$ cat src/rtl/flash_bus_pkg.sv
// Shared types for the flash bus front end.
package flash_bus_pkg;

    // Bus state encoding, also driven on the bus_op port.
    typedef enum logic [2:0] {
        OP_STANDBY     = 3'd0,
        OP_OUT_DISABLE = 3'd1,
        OP_READ        = 3'd2,
        OP_WRITE       = 3'd3,
        OP_CONTENTION  = 3'd4
    } fbi_op_e;

    // Rounds a time up to a whole number of clock ticks.
    function automatic int ticks_ceil(input int time_ps, input int tick_ps);
        return (time_ps + tick_ps - 1) / tick_ps;
    endfunction

endpackage

$ cat src/rtl/fbi_strobe_filter.sv
// Two-flop synchroniser followed by an optional glitch filter.
// The clean output changes only after the synchronised input has differed
// from it for FILT_CYCLES consecutive cycles. FILT_CYCLES = 0 bypasses the filter.
// Assumes an idle-high (active-low) strobe, so both stages reset to 1.
module fbi_strobe_filter #(
    parameter int FILT_CYCLES = 5
) (
    input  logic clk,
    input  logic rst_n,
    input  logic strobe_n,
    output logic sync_n,
    output logic clean_n
);
    logic meta_n;

    // Two-stage metastability guard.
    always_ff @(posedge clk) begin
        if (!rst_n) begin
            meta_n <= 1'b1;
            sync_n <= 1'b1;
        end else begin
            meta_n <= strobe_n;
            sync_n <= meta_n;
        end
    end

    generate
        if (FILT_CYCLES == 0) begin : g_bypass
            assign clean_n = sync_n;
        end else begin : g_filter
            localparam int CNT_W = $clog2(FILT_CYCLES + 1);
            logic [CNT_W-1:0] run_cnt;
            logic             held_n;

            // Accepts a new level only after it has persisted long enough.
            always_ff @(posedge clk) begin
                if (!rst_n) begin
                    run_cnt <= '0;
                    held_n  <= 1'b1;
                end else if (sync_n == held_n) begin
                    run_cnt <= '0;
                end else if (run_cnt == CNT_W'(FILT_CYCLES - 1)) begin
                    run_cnt <= '0;
                    held_n  <= sync_n;
                end else begin
                    run_cnt <= run_cnt + 1'b1;
                end
            end
            assign clean_n = held_n;
        end
    endgenerate
endmodule

$ cat src/rtl/fbi_op_decode.sv
// Classifies the filtered strobes into a bus state and frames writes.
// A write arms when chip select and write strobe become low together with
// the output strobe high, and completes when either rises. Assumes address
// and data are already synchronised and held across the strobe edges.
module fbi_op_decode
    import flash_bus_pkg::*;
#(
    parameter int ADDR_W = 19,
    parameter int DATA_W = 16
) (
    input  logic              clk,
    input  logic              rst_n,
    input  logic              ce_n,
    input  logic              we_n,
    input  logic              oe_n,
    input  logic [ADDR_W-1:0] addr_s,
    input  logic [DATA_W-1:0] data_s,
    output fbi_op_e           op,
    output logic              drive,
    output logic              write_valid,
    output logic [ADDR_W-1:0] wr_addr,
    output logic [DATA_W-1:0] wr_data
);
    logic overlap, overlap_q, armed;

    assign overlap = !ce_n && !we_n;

    // Bus state from the strobe levels.
    always_comb begin
        if (ce_n)              op = OP_STANDBY;
        else if (we_n && !oe_n) op = OP_READ;
        else if (!we_n && oe_n) op = OP_WRITE;
        else if (!we_n)        op = OP_CONTENTION;
        else                   op = OP_OUT_DISABLE;
    end

    // The driver is enabled only by a genuine read.
    assign drive = !ce_n && !oe_n && we_n;

    // Write framing: address at overlap start, data at overlap end.
    always_ff @(posedge clk) begin
        if (!rst_n) begin
            overlap_q   <= 1'b0;
            armed       <= 1'b0;
            write_valid <= 1'b0;
            wr_addr     <= '0;
            wr_data     <= '0;
        end else begin
            overlap_q   <= overlap;
            write_valid <= 1'b0;
            if (overlap && !overlap_q && oe_n) begin
                armed   <= 1'b1;
                wr_addr <= addr_s;
            end else if (armed && !oe_n) begin
                armed <= 1'b0;
            end else if (armed && !overlap) begin
                armed       <= 1'b0;
                wr_data     <= data_s;
                write_valid <= 1'b1;
            end
        end
    end
endmodule

$ cat src/rtl/fbi_idle_timer.sv
// Raises a flag once the watched bus state has stayed unchanged for
// IDLE_CYCLES cycles. Any change clears the count and the flag.
// Assumes the watched vector is already synchronous to clk.
module fbi_idle_timer #(
    parameter int WATCH_W     = 22,
    parameter int IDLE_CYCLES = 150
) (
    input  logic               clk,
    input  logic               rst_n,
    input  logic [WATCH_W-1:0] watch,
    output logic               idle_flag
);
    localparam int CNT_W = $clog2(IDLE_CYCLES + 1);

    logic [WATCH_W-1:0] watch_q;
    logic [CNT_W-1:0]   quiet_cnt;
    logic               activity;

    assign activity = (watch != watch_q);

    // Keeps the previous state so that changes can be detected.
    always_ff @(posedge clk) begin
        if (!rst_n) watch_q <= '0;
        else        watch_q <= watch;
    end

    // Counts quiet cycles and sets the flag at the limit.
    always_ff @(posedge clk) begin
        if (!rst_n || activity) begin
            quiet_cnt <= '0;
            idle_flag <= 1'b0;
        end else if (!idle_flag) begin
            quiet_cnt <= quiet_cnt + 1'b1;
            if (quiet_cnt == CNT_W'(IDLE_CYCLES - 1)) idle_flag <= 1'b1;
        end
    end
endmodule

$ cat src/rtl/flash_bus_frontend.sv
// Device-side front end of an asynchronous parallel flash bus.
// Synchronises the strobes, address and data, filters short pulses on chip
// select and write strobe, decodes the bus state, frames writes and keeps
// an inactivity timer. All times are in ps and assume a clock of TICK_PS.
module flash_bus_frontend
    import flash_bus_pkg::*;
#(
    parameter int ADDR_W    = 19,
    parameter int DATA_W    = 16,
    parameter int TICK_PS   = 1000,
    parameter int GLITCH_PS = 5000,
    parameter int IDLE_PS   = 150000
) (
    input  logic              clk,
    input  logic              rst_n,
    input  logic              ce_n,
    input  logic              we_n,
    input  logic              oe_n,
    input  logic [ADDR_W-1:0] addr,
    input  logic [DATA_W-1:0] dq_in,
    output logic [DATA_W-1:0] dq_out,
    output logic              dq_oe,
    output logic [ADDR_W-1:0] array_addr,
    input  logic [DATA_W-1:0] array_rdata,
    output logic [2:0]        bus_op,
    output logic              standby,
    output logic              idle_standby,
    output logic              write_valid,
    output logic [ADDR_W-1:0] wr_addr,
    output logic [DATA_W-1:0] wr_data
);
    localparam int GLITCH_CYCLES = ticks_ceil(GLITCH_PS, TICK_PS);
    localparam int IDLE_CYCLES   = ticks_ceil(IDLE_PS, TICK_PS);
    localparam int NSTROBE       = 3;   // index 0 chip select, 1 write, 2 output

    logic [NSTROBE-1:0] strobe_raw, strobe_sync, strobe_clean;
    logic [ADDR_W-1:0]  addr_m, addr_s;
    logic [DATA_W-1:0]  data_m, data_s;
    logic               drive;
    fbi_op_e            op;

    assign strobe_raw = {oe_n, we_n, ce_n};

    // Chip select and write strobe are filtered; the output strobe is only synchronised.
    for (genvar i = 0; i < NSTROBE; i++) begin : g_strobe
        fbi_strobe_filter #(
            .FILT_CYCLES((i < 2) ? GLITCH_CYCLES : 0)
        ) i_filt (
            .clk     (clk),
            .rst_n   (rst_n),
            .strobe_n(strobe_raw[i]),
            .sync_n  (strobe_sync[i]),
            .clean_n (strobe_clean[i])
        );
    end

    // Two-flop synchronisers for the address and data buses.
    always_ff @(posedge clk) begin
        if (!rst_n) begin
            addr_m <= '0;
            addr_s <= '0;
            data_m <= '0;
            data_s <= '0;
        end else begin
            addr_m <= addr;
            addr_s <= addr_m;
            data_m <= dq_in;
            data_s <= data_m;
        end
    end

    fbi_op_decode #(
        .ADDR_W(ADDR_W),
        .DATA_W(DATA_W)
    ) i_decode (
        .clk        (clk),
        .rst_n      (rst_n),
        .ce_n       (strobe_clean[0]),
        .we_n       (strobe_clean[1]),
        .oe_n       (strobe_clean[2]),
        .addr_s     (addr_s),
        .data_s     (data_s),
        .op         (op),
        .drive      (drive),
        .write_valid(write_valid),
        .wr_addr    (wr_addr),
        .wr_data    (wr_data)
    );

    fbi_idle_timer #(
        .WATCH_W    (ADDR_W + NSTROBE),
        .IDLE_CYCLES(IDLE_CYCLES)
    ) i_idle (
        .clk      (clk),
        .rst_n    (rst_n),
        .watch    ({strobe_sync, addr_s}),
        .idle_flag(idle_standby)
    );

    assign bus_op     = op;
    assign standby    = strobe_clean[0];
    assign dq_oe      = drive;
    assign dq_out     = drive ? array_rdata : '0;
    assign array_addr = addr_s;
endmodule

$ cat config.mk
export PLATFORM = sky130hd
export DESIGN_NAME = flash_bus_frontend
export DESIGN_NICKNAME = d
export VERILOG_FILES = /design/src/rtl/flash_bus_pkg.sv /design/src/rtl/fbi_strobe_filter.sv /design/src/rtl/fbi_op_decode.sv /design/src/rtl/fbi_idle_timer.sv /design/src/rtl/flash_bus_frontend.sv
export SDC_FILE = /design/constraint.sdc
export NUM_CORES = 1
export LEC_CHECK = 0
export BUFFER_PORTS_ARGS = -buffer_cell sky130_fd_sc_hd__buf_4
export CAP_MARGIN = 30
export CORE_MARGIN = 10
export CORE_UTILIZATION = 31
export DETAILED_ROUTE_END_ITERATION = 16
export GPL_ROUTABILITY_DRIVEN = 0
export SLEW_MARGIN = 5
export SYNTH_ARGS = -nofsm -noshare
export SYNTH_HDL_FRONTEND = slang
export SYNTH_SLANG_ARGS = --single-unit
export TNS_END_PERCENT = 30
$ cat constraint.sdc
create_clock -name clk -period 2.1 [get_ports clk]
set_clock_uncertainty 0.2 [all_clocks]
set_input_delay 0.21 -clock clk [delete_from_list [all_inputs] [get_ports clk]]
set_output_delay 0.21 -clock clk [all_outputs]
set_load 0.02 [all_outputs]
# Word-level counts from Yosys, hierarchy flattened
# Cells that the tools add are included.
op_classes:
  add_sub_neg: 3
  multipliers: 0
  n_div: 0
  n_lt_le_gt_ge: 0
  n_eq_ne: 6
  shift: 0
  mux: 11
  n_bitwise: 5
  reduce_logical: 23
op_table:
  columns: ["op", "n"]
  rows:
  - ["22-bit inequality test", 1]
  - ["16-bit two-way mux", 1]
  - ["3-bit two-way mux", 4]
  - ["1-bit logical AND", 9]
  - ["3-bit OR reduction", 3]
  - ["8-bit by 1-bit adder with 8-bit output (second input constant)", 1]
  - ["8-bit equality test (second input constant)", 1]
  - ["3-bit by 1-bit adder with 3-bit output (second input constant)", 2]
  - ["3-bit equality test (second input constant)", 2]
  - ["1-bit zero test", 6]
  - ["1-bit two-way mux", 6]
  - ["1-bit inverter", 5]
  - ["2-bit AND reduction", 2]
  - ["3-bit AND reduction", 1]
  - ["3-bit nonzero test", 1]
  - ["1-bit equality test", 2]
  - ["1-bit logical OR", 1]
totals:
  register_bits: 153
  latchBits: 0
  ramBits: 0
  romBits: 0
  inputBits: 56
  output_inout_bits: 77
  word_cells: 70
  mem_count: 0

# Logic depth before layout (Yosys ltp)
# Gate-level depths: netlist (run 1).
logic_depth:
  ltp_word: 7
  mapped_depth: 6

# Modules after synthesis
# From an unflattened synthesis (run 1), not the netlist that was laid out.
unflattened:
  hier_cells: 514
  hier_area_um2: 5454.0
by_module_without_submodules:
  columns: ["module", "instances", "cells_each", "area_per_inst_um2", "seq_area_each_um2"]
  rows:
  - ["flash_bus_frontend", 1, 164, 2038.2, 1401.3]
  - ["fbi_op_decode", 1, 170, 1589.0, 760.7]
  - ["fbi_idle_timer", 1, 131, 1278.7, 620.6]
  - ["fbi_strobe_filter at g_strobe[0].i_filt ...", 2, 22, 244.0, 120.1]
  - ["fbi_strobe_filter at g_strobe[2].i_filt", 1, 5, 60.1, 40.0]

# Worst setup path after synthesis (run 1)
# Ideal clock, no wire load.
synth_timing:
  path_type: "flip-flop to output port"
  from: "register g_strobe[0].i_filt.g_filter.held_n"
  to: "output dq_out[10]"
  t_arrival_ps: 1508
  required_ps: 1690
  setup_slack_ps: 182
  stages_incl_launch_ff: 5
  n_path_buf: 2
  cell_sequence: "dfxtp_1 buf_2 nor3_1 buf_2 and2_1"
synth_between:
  elab_chain_len: 4
synth_rtl:
  columns: ["item", "line_no", "rtl"]
  rows:
  - ["start, declared", "fbi_strobe_filter.sv:33", "logic held_n;"]
  - ["start signal, assigned", "fbi_strobe_filter.sv:44", "held_n <= sync_n;"]
  - ["1-bit zero test", "fbi_op_decode.sv:38", "assign drive = !ce_n && !oe_n && we_n;"]
  - ["1-bit logical AND (2 in a row)", "fbi_op_decode.sv:38", null]
  - ["via dq_oe", "flash_bus_frontend.sv:22", "output logic dq_oe,"]
  - ["16-bit two-way mux", "flash_bus_frontend.sv:103", "assign dq_out = drive ? array_rdata : '0;"]
  - ["end, declared", "flash_bus_frontend.sv:21", "output logic [DATA_W-1:0] dq_out,"]
# The timed path passes the listed nets, and every way through them passes these cells.

# Worst setup path after layout (run 1)
layout_timing:
  from: "register g_strobe[2].i_filt.sync_n"
  to: "output bus_op[1]"
layout_between:
  elab_chain_len: 4
  elab_cells_between_ends: 6
  classes_between: "mux: 3; reduce/logical: 3"
layout_rtl:
  columns: ["item", "line_no", "rtl"]
  rows:
  - ["start, declared", "fbi_strobe_filter.sv:11", "output logic sync_n,"]
  - ["start signal, assigned", "fbi_strobe_filter.sv:23", "sync_n <= meta_n;"]
  - ["1-bit logical AND or 1-bit zero test (tied branches)", "fbi_op_decode.sv:32, fbi_op_decode.sv:31", null]
  - ["3-bit two-way mux or 1-bit logical AND (tied branches)", "fbi_op_decode.sv:32, fbi_op_decode.sv:31", null]
  - ["3-bit two-way mux (*)", "fbi_op_decode.sv:31", "else if (we_n && !oe_n) op = OP_READ;"]
  - ["3-bit two-way mux (*)", "fbi_op_decode.sv:30", "if (ce_n) op = OP_STANDBY;"]
  - ["end, declared", "flash_bus_frontend.sv:25", "output logic [2:0] bus_op,"]
# Every way passes the cells marked *; elsewhere a longest branch is shown, timed or not.

==> results of run 1 <==
-- power by group --
group	internal (mW)	total, mW	switching, mW	leakage (nW)
clock	2.38	3.53	1.15	0.334
sequential	2.99	3.02	0.0369	1.25
combinational	0.205	0.336	0.131	1.58
total	5.57	6.89	1.32	3.17
-- sequential cells by signal, indices dropped and copies added, names as in the netlist, 8 cells and up --
signal,count
i_decode.wr_data,16
i_decode.wr_addr,19
data_s,16
data_m,16
i_idle.watch_q,22
i_idle.quiet_cnt,8
addr_m,19
array_addr,19
-- cells in the mapped netlist (3+ instances only) --
cell / instances / area [um2]
a21boi_0: 25 / 188
a21boi_1: 10 / 75.1
and2_1: 108 / 676
buf_2: 8 / 40.0
clkbuf_1: 15 / 56.3
dfxtp_1: 153 / 3060
ha_1: 7 / 87.6
inv_1: 9 / 33.8
nand2_1: 81 / 304
nand2b_1: 6 / 37.5
nand3_1: 7 / 35.0
nand4_1: 3 / 18.8
nor2_1: 13 / 48.8
nor2b_1: 3 / 18.8
nor3_1: 3 / 15.0
nor3_2: 9 / 90.1
xnor2_1: 18 / 158
xor2_1: 13 / 114
-- kinds of logic after synthesis --
| kind of cell | synth area share |
|---|---|
| xor+xnor | 0.0519 |
| buf+inv | 0.0299 |
| mux | 0.00383 |
| simple gates | 0.255 |
| fa+ha+maj | 0.0167 |
| flops | 0.586 |
| compound gates | 0.0565 |
-- worst min-delay path, delay by kind of cell --
| family | cells | cell delay (ps) |
|---|---|---|
| buffers and inverters | 2 | 370 |
| AND/OR/NAND/NOR | 1 | 110 |
-- per-layer routing --
layer | GRT usage | vias up | wire length (um)
met2 | 0.187 | 87 | 6060
met3 | 0.0383 | 16 | 766
met5 | 0 | - | 0
met4 | 0.0539 | 0 | 207
li1 | - | 1959 | -
met1 | 0.127 | 1749 | 5220
-- layout by cell type (no fill, tap or decap), drive strengths merged --
cell         count
dfxtp          153
buf            142
and2           109
nand2           81
dlygate4sd3     38
a21boi          35
clkbuf          20
xnor2           18
nor2            13
xor2            13
nor3            12
inv             10
nand3            7
ha               7
bufinv           7
nand2b           6
clkinv           4
nor2b            3
nand4            3
nor4             3
nand4b           2
a21oi            2
mux2i            2
or4              2
o211a            1
o211ai           1
o21ai            1
nor3b            1
nor4bb           1
clkinvlp         1
-- per-stage QoR --
stage	util	hold WS [ps]
floorplan	-	111
global placement	0.389	202
detailed placement	0.389	198
CTS	0.455	116
global route	0.456	151
finish	0.456	133
-- layout make-up --
cell class	instances	area share
clock buffer	20	0.0591
clock inverter	12	0.0324
inverter	10	0.00496
multi-input combinational	323	0.268
sequential	153	0.406
tap	220	0.0364
timing repair buffer	180	0.193
-- timing repair --
item | 4_1_cts | 5_1_grt
resized for setup | 4 | 5
hold endpoints to repair | 38 | 0
pin swaps | 0 | 1
buffers inserted | 0 | 0
hold buffers | 38 | 0
gates cloned | 1 | 0
endpoints found under the setup margin | 18 | 18
-- worst min-delay path by stage --
stage / start / end / slack, ps / cells past startpoint
4_1_cts: rst_n / g_strobe[0].i_filt.meta_n / 120 / 3
2_1_floorplan: ce_n / g_strobe[0].i_filt.meta_n / 110 / 1
6_report: rst_n / g_strobe[1].i_filt.clean_n / 130 / 3
3_5_place_dp: g_strobe[2].i_filt.meta_n / g_strobe[2].i_filt.clean_n / 200 / 1
3_3_place_gp: ce_n / g_strobe[0].i_filt.meta_n / 200 / 2
5_1_grt: rst_n / g_strobe[0].i_filt.meta_n / 150 / 3
==> flow_summary.yaml, run 1 <==
detailed_routing:
  wl_mm: 12.3
  wl_per_cell_um: 13.3
  drc: 0
  first_pass_iters: 4
  drtAntennaViolNets: 0
  vias: 3811
  drtIter0Drc: 164
  post_drt_via_cell_ratio: 4.15
final_layout:
  area_growth_syn_to_layout_pct: 44.6
  diodes: 0
  design_area_mm2: 0.00756
  fin_nets: 748
  fill_cells: 1566
  fin_cells: 918
  layout-drive-gt1-share: 0.269
  ff_latch_area_mm2: 0.00307
  multi_input_area_mm2: 0.00203
worst_setup_path:
  crit_chain: "inv_2 > ha_1 > nor2b_1 > buf_4"
  r2r_cells: 4
  crit_end: "bus_op[1]"
  r2r_slack_ps: 230
  startpoint: "g_strobe[2].i_filt.clean_n"
  cp-start-kind: "flip-flop"
  crit_family: "flip-flops"
  cpPeakStageDelay_ps: 470
  slowest_stage: "dfxtp_1"
  worst-path-buf-inv: 2
  worstSetupPathType: "reg2out"
  crit_cells: 4
  cp_max_fo: 6
  r2r-end: "i_idle.quiet_cnt[3]"
  arrival_ps: 1570
  worstSetupEndpointType: "output port"
  required_ps: 1690
  rr_startpoint: "array_addr[10]"
grt:
  antenna_found_initial: 0
  grt_pass1_vias: 3993
  grt_pass1_wl_mm: 20.0
  grt_usage: 0.113
  grt-ovfl-total: 0
  grt_start_max_net_pins: 142
timing:
  relSlewSlack: 0.611
  slew_viol_final: 0
  hold_viol_final: 0
  setup_slack_ps: 124
  min_period_ps: 1980
  max_freq_ghz: 0.506
  max_slew.worst_pin.slew_ps: 578
  fin_crit_sh: 0.941
  setup-tns-final_ps: 0
  setup-violations-final: 0
  rsz0062_at_grt: "no"
job:
  drv_cap: 0
place:
  dp.cells: 847
  placed_cell_area_mm2: 0.00646
  port_buffers: 132
  dp_slack_ps: 90.0
  place.detailed.hpwl_mm: 8.66
clocking:
  cts_tree: "yes"
  cts.sinks: 153
  cts.root.buffer_cell: "clkbuf_16"
  cts.clk_slew.worst_paths_ps: 60
  cts_htree_levels: 4
  cts-buffers-inserted: 17
  cts_buffer_depth: 2
  insertion_delay_ps: 410
pwr:
  p_per_area_mw_per_mm2: 911
  p_total_mw: 6.89
  p_leak_nw: 3.17
  ir_worst_vdd_v: 0.000587
die:
  ioPinCount: 133
  die-width_um: 150
  start_util: 0.315
  num_rows: 47
  coreArea_mm2: 0.0166
  die_h_um: 150
  dieArea_mm2: 0.0225
synth:
  synth-edff-count: 0
  syn-mean-instance-area_um2: 10.2
  synthFlopType: "dfxtp_1"
  yosysWarningCount: 0
  ys_async_sr_fraction: 0
  yosysSeqAreaShare: 0.586
  synth-seq-cells: 153
  synth_nets: 574
  synth_cell_types: 32
  netlist_instances: 511
  synth.cell_area_mm2: 0.00523
outcome:
  status: "completed"
worst_hold_path:
  hold_class: "in2reg"
No activity file was read; power rests on OpenSTA's default activity.
==> inputs of run 2 (changes only) <==
==> constraint.sdc (replaced) <==
create_clock -name clk -period 2.1 [get_ports clk]
set_clock_uncertainty 0.2 [all_clocks]
set_input_delay 0.105 -clock clk [delete_from_list [all_inputs] [get_ports clk]]
set_output_delay 0.105 -clock clk [all_outputs]
set_load 0.02 [all_outputs]
==> run 2 against run 1 <==
Net effect: critical path depth is the same; register-to-register slack lost 70 ps; core utilization shrank 0.69 points; highest routed layer unchanged.
==> flow_summary.yaml, run 2 (synthesis results as in run 1) <==
detailed_routing:
  routed.top_layer: "met4"
  met2_length_mm: 6.14
  wl_mm: 12.3
  wl_met3_um: 814
  drc: 0
  vias: 3836
  first_pass_iters: 4
  wl_per_cell_um: 13.4
  post_drt_via_cell_ratio: 4.18
  drtIter0Drc: 120
  drtAntennaViolNets: 0
  wl_met1_mm: 5.20
grt:
  grt_usage: 0.112
  grt-ovfl-total: 0
  grt_pass1_wl_mm: 20.0
  antenna_found_initial: 0
  grt_start_max_net_pins: 142
  grt_pass1_vias: 4072
final_layout:
  layout-drive-gt1-share: 0.264
  area_growth_syn_to_layout_pct: 42.4
  final_cell_mix: "151 x dfxtp_1, 141 x buf_4, 108 x and2_1, 81 x nand2_1, 38 x dlygate4sd3_1"
  regMostFlops: "i_idle.watch_q"
  mostFrequentLayoutCell: "dfxtp_1"
  largest_reg_flops: 22
  diodes: 0
  fin_nets: 748
die:
  start_util: 0.315
  dieArea_mm2: 0.0225
  ioPinCount: 133
  die-width_um: 150
  die_h_um: 150
  num_rows: 47
  coreArea_mm2: 0.0166
pwr:
  p_leak_nw: 3.11
  sw_frac_of_total: 0.203
  p_seq_frac: 0.474
  pwr-share-clk: 0.474
  power_switching_mw: 1.29
  p_comb_frac: 0.052
  ir_worst_vdd_v: 0.000577
  power.internal_mw: 5.08
  p_per_area_mw_per_mm2: 856
clocking:
  cts_htree_levels: 4
  cts_buffer_depth: 2
  cts.clk_slew.worst_paths_ps: 60
  cts.sinks: 153
  post_cts_buffers: 0
  insertion_delay_ps: 410
  cts-buffers-inserted: 17
  cts_tree: "yes"
  cts.root.buffer_cell: "clkbuf_16"
timing:
  max_slew.worst_pin.slew_ps: 514
  hold_viol_final: 0
  min_period_ps: 1940
  setup-violations-final: 0
  fin_crit_sh: 0.923
  slew_viol_final: 0
  max_freq_ghz: 0.516
  setup_slack_ps: 161
  rsz0062_at_grt: "no"
  setup-tns-final_ps: 0
  relSlewSlack: 0.654
worst_setup_path:
  worstSetupEndpointType: "flip-flop"
  worstSetupPathType: "reg2reg"
  cp-start-kind: "flip-flop"
  required_ps: 2230
  r2r_slack_ps: 160
  arrival_ps: 2070
  cp_max_fo: 9
place:
  dp_slack_ps: 135
  port_buffers: 132
  place.detailed.hpwl_mm: 8.72
job:
  drv_cap: 0
outcome:
  status: "completed"
worst_hold_path:
  hold_class: "in2reg"
run 2: cell types whose count changed in the layout (fill, tap and decap cells not counted):
cell        previous run  this run
bufinv_16              7         3
clkbuf_1               2         6
clkinv_4               2         0
buf_4                140       141
buf_6                  1         0
clkinv_2               2         3
clkinvlp_4             1         2
dfxtp_1              152       151
dfxtp_2                0         1
nand2_1               80        81
nand2_2                1         0
run 2: routing by layer:
metal	GRT usage	up-vias
li1	-	1954
met1	0.125	1790
met2	0.184	79
met3	0.0534	13
met4	0.0379	0
met5	0	-
run 2: worst max-delay path, stage by stage, from the launching register on:
cell and delay [ps]:
dfxtp_1 330, xor2_1 170, nor4_1 500, nand2_1 410
nor3_2 250
run 2: per-stage QoR:
stage          hold WS, ps  instance area [um2]  utilization  std cells  power, mW
2_1_floorplan         6.47                 5230            -        511       3.22
3_3_place_gp          94.7                 6460        0.389        847       3.36
3_5_place_dp          95.2                 6460        0.389        847       3.37
4_1_cts               6.49                 7430        0.448        918       6.45
5_1_grt               34.4                 7450        0.449        918       6.62
6_report              5.70                 7450        0.449        918       6.38
run 2: cell type report:
| cell class | count | area, um2 |
|---|---|---|
| repair buffers | 180 | 1460 |
| flip-flops and latches | 153 | 3070 |
| multi-input cells | 323 | 2020 |
| clock inverters | 8 | 120 |
| well taps | 220 | 275 |
| inverters | 10 | 37.5 |
| clock buffers | 24 | 462 |
| fillers | 1615 | 9140 |
run 2: repair_timing:
action                                  in CTS  in global routing
gates cloned                                 1                  0
endpoints found under the setup margin      16                 21
endpoints found under the hold margin       38                  0
gates resized for setup                      3                  5
hold buffers                                38                  0
pin swaps                                    0                  0
run 2: path summary, 6_finish.rpt:
path,start,endpoint,cells past startpoint
worst max-delay path,array_addr[10],i_idle.quiet_cnt[5],4
worst min-delay path,rst_n,g_strobe[1].i_filt.clean_n,3
worst max register to register,array_addr[10],i_idle.quiet_cnt[5],4
worst min register to register,g_strobe[2].i_filt.meta_n,g_strobe[2].i_filt.clean_n,1
run 2: power groups by stage:
stage	combinational [mW]	sequential, mW	clock [mW]
after global placement	0.278	3.08	0
after global routing	0.370	3.03	3.22
after floorplan	0.127	3.10	0
after detailed placement	0.281	3.09	0
final	0.334	3.02	3.02
after CTS	0.339	3.02	3.09
==> inputs of run 3 (changes only) <==
- ABC_AREA: not set -> 1
- CTS_BUF_LIST: not set -> sky130_fd_sc_hd__clkbuf_2 sky130_fd_sc_hd__clkbuf_4 sky130_fd_sc_hd__clkbuf_8
- TNS_END_PERCENT: 30 -> 1
==> run 3 against run 2 <==
Net effect: via count increased by 12%; critical path type is now reg2out; global-route usage is 0.52 points lower; largest cell class unchanged; flip-flop and latch count is the same.
==> flow_summary.yaml, run 3 <==
synth:
  synth-edff-count: 0
  synth-seq-cells: 153
  synthTopCellsByArea: "dfxtp_1 56%, inv_1 11%, nand2_1 11%"
  yosysWarningCount: 0
  synth_top_area_frac: 0.556
  synth.cell_area_mm2: 0.00551
  netlist_instances: 699
  synthFlopType: "dfxtp_1"
  syn-mean-instance-area_um2: 7.88
  synth_cell_types: 34
  yosysTopAreaCell: "dfxtp_1"
  synth_common_cells: "159 x inv_1, 159 x nand2_1, 153 x dfxtp_1"
  yosysSeqAreaShare: 0.556
  ys_async_sr_fraction: 0
  synth_nets: 762
grt:
  grt-ovfl-total: 0
  grt_pass1_vias: 4127
  grt_usage: 0.107
  grt_util_met2: 0.176
  use_met3: 0.0438
  grt_start_max_net_pins: 54
  grt_busiest_layer: "met2"
  use_met1: 0.120
  grt_pass1_wl_mm: 20.3
  antenna_found_initial: 0
die:
  coreArea_mm2: 0.0174
  die_h_um: 153
  start_util: 0.317
  num_rows: 48
  ioPinCount: 133
  die-width_um: 153
  dieArea_mm2: 0.0235
place:
  dp_slack_ps: 379
  place.detailed.hpwl_mm: 9.00
  placed_cell_area_mm2: 0.00665
  port_buffers: 132
  dp.cells: 1035
pwr:
  sw_frac_of_total: 0.245
  p_comb_frac: 0.067
  power.internal_mw: 4.17
  p_leak_nw: 4.06
  pwr-share-clk: 0.386
  p_seq_frac: 0.548
  power_switching_mw: 1.35
  p_per_area_mw_per_mm2: 739
  p_total_mw: 5.52
  ir_worst_vdd_v: 0.000421
timing:
  relSlewSlack: 0.663
  slew_viol_final: 0
  max_slew.worst_pin.slew_ps: 505
  rsz0062_at_grt: "no"
  fin_crit_sh: 0.909
  min_period_ps: 1910
  setup-violations-final: 0
  max_freq_ghz: 0.524
  hold_viol_final: 0
  setup_slack_ps: 191
  setup-tns-final_ps: 0
  whs_ps: 164
final_layout:
  design_area_mm2: 0.00747
  fin_cells: 1111
  fin_util: 0.431
  final_cell_mix: "159 x inv_1, 159 x nand2_1, 153 x dfxtp_1, 134 x buf_4, 99 x nor2_1"
  layout-drive-gt1-share: 0.223
  fin_nets: 936
  largest_reg_flops: 22
  regMostFlops: "i_idle.watch_q"
  area_growth_syn_to_layout_pct: 35.7
  diodes: 0
detailed_routing:
  wl_per_cell_um: 11.2
  vias: 4295
  post_drt_via_cell_ratio: 3.87
  wl_mm: 12.5
  drtIter0Drc: 195
  drtAntennaViolNets: 0
  first_pass_iters: 4
  drc: 0
clocking:
  cts_htree_levels: 4
  postCtsHoldBufs: 44
  cts-buffers-inserted: 17
  cts.sinks: 153
  insertion_delay_ps: 460
  cts_tree: "yes"
  cts.clk_slew.worst_paths_ps: 90
  cts.root.buffer_cell: "clkbuf_8"
  cts_buffer_depth: 2
  post_cts_buffers: 0
  cts_resized: 0
job:
  drv_cap: 0
worst_hold_path:
  hold_depth: 4
  hold_class: "in2reg"
worst_setup_path:
  arrival_ps: 1600
  r2r_slack_ps: 410
  r2r_cells: 5
  cp_max_fo: 16
  required_ps: 1790
  worstSetupPathType: "reg2out"
  worstSetupEndpointType: "output port"
  cp-start-kind: "flip-flop"
outcome:
  status: "completed"
[run 3: cell count changes after synthesis, sizes merged, moves of 35 or more]
cell    delta
and2     -109
nand2     +80
nor2      +90
inv      +154
o21ai     +39
a21boi    -35
[run 3: final timing paths]
path                              start                   end
min                             addr[7]             addr_m[7]
min reg2reg                  addr_m[11]        array_addr[11]
max          g_strobe[1].i_filt.clean_n             dq_out[6]
max reg2reg  g_strobe[0].i_filt.clean_n  i_decode.wr_data[15]
[run 3: cell families (layout without fill, tap and decap cells)]
group                    after synthesis  in the layout  share of synthesized area
AO/OA/AOI/OAI                         60             60                     0.0634
multiplexers                           1              1                    0.00182
AND/OR/NAND/NOR                      282            282                      0.209
buffers and inverters                187            374                      0.139
XOR/XNOR                               9              9                     0.0143
flip-flops                           153            153                      0.556
adder cells (fa/ha/maj)                7              7                     0.0159
[run 3: layout make-up]
type	count	area (um2)
clock buffers	18	248
clock inverters	14	135
multi-input cells	359	1680
repair buffers	178	1450
fillers	1737	9880
flip-flops and latches	153	3060
well taps	225	282
inverters	164	621
[run 3: per-layer routing]
| metal | up-vias | share of wire |
|---|---|---|
| met1 | 1821 | 0.44 |
| met3 | 11 | 0.072 |
| li1 | 2373 | - |
| met2 | 90 | 0.47 |
| met5 | - | 0 |
| met4 | 0 | 0.015 |
[run 3: critical path: stages (launching register included)]
cell	delay (ps)
dfxtp_1	440
inv_2	90
nor3_2	190
inv_2	160
nor2_1	120
buf_4	150
[run 3: power by group through the flow]
stage	combinational (mW)	sequential [mW]	clock (mW)
global placement	0.306	3.09	0
finish	0.368	3.02	2.13
floorplan	0.156	3.10	0
detailed placement	0.308	3.09	0
global route	0.420	3.03	2.33
CTS	0.375	3.02	2.21
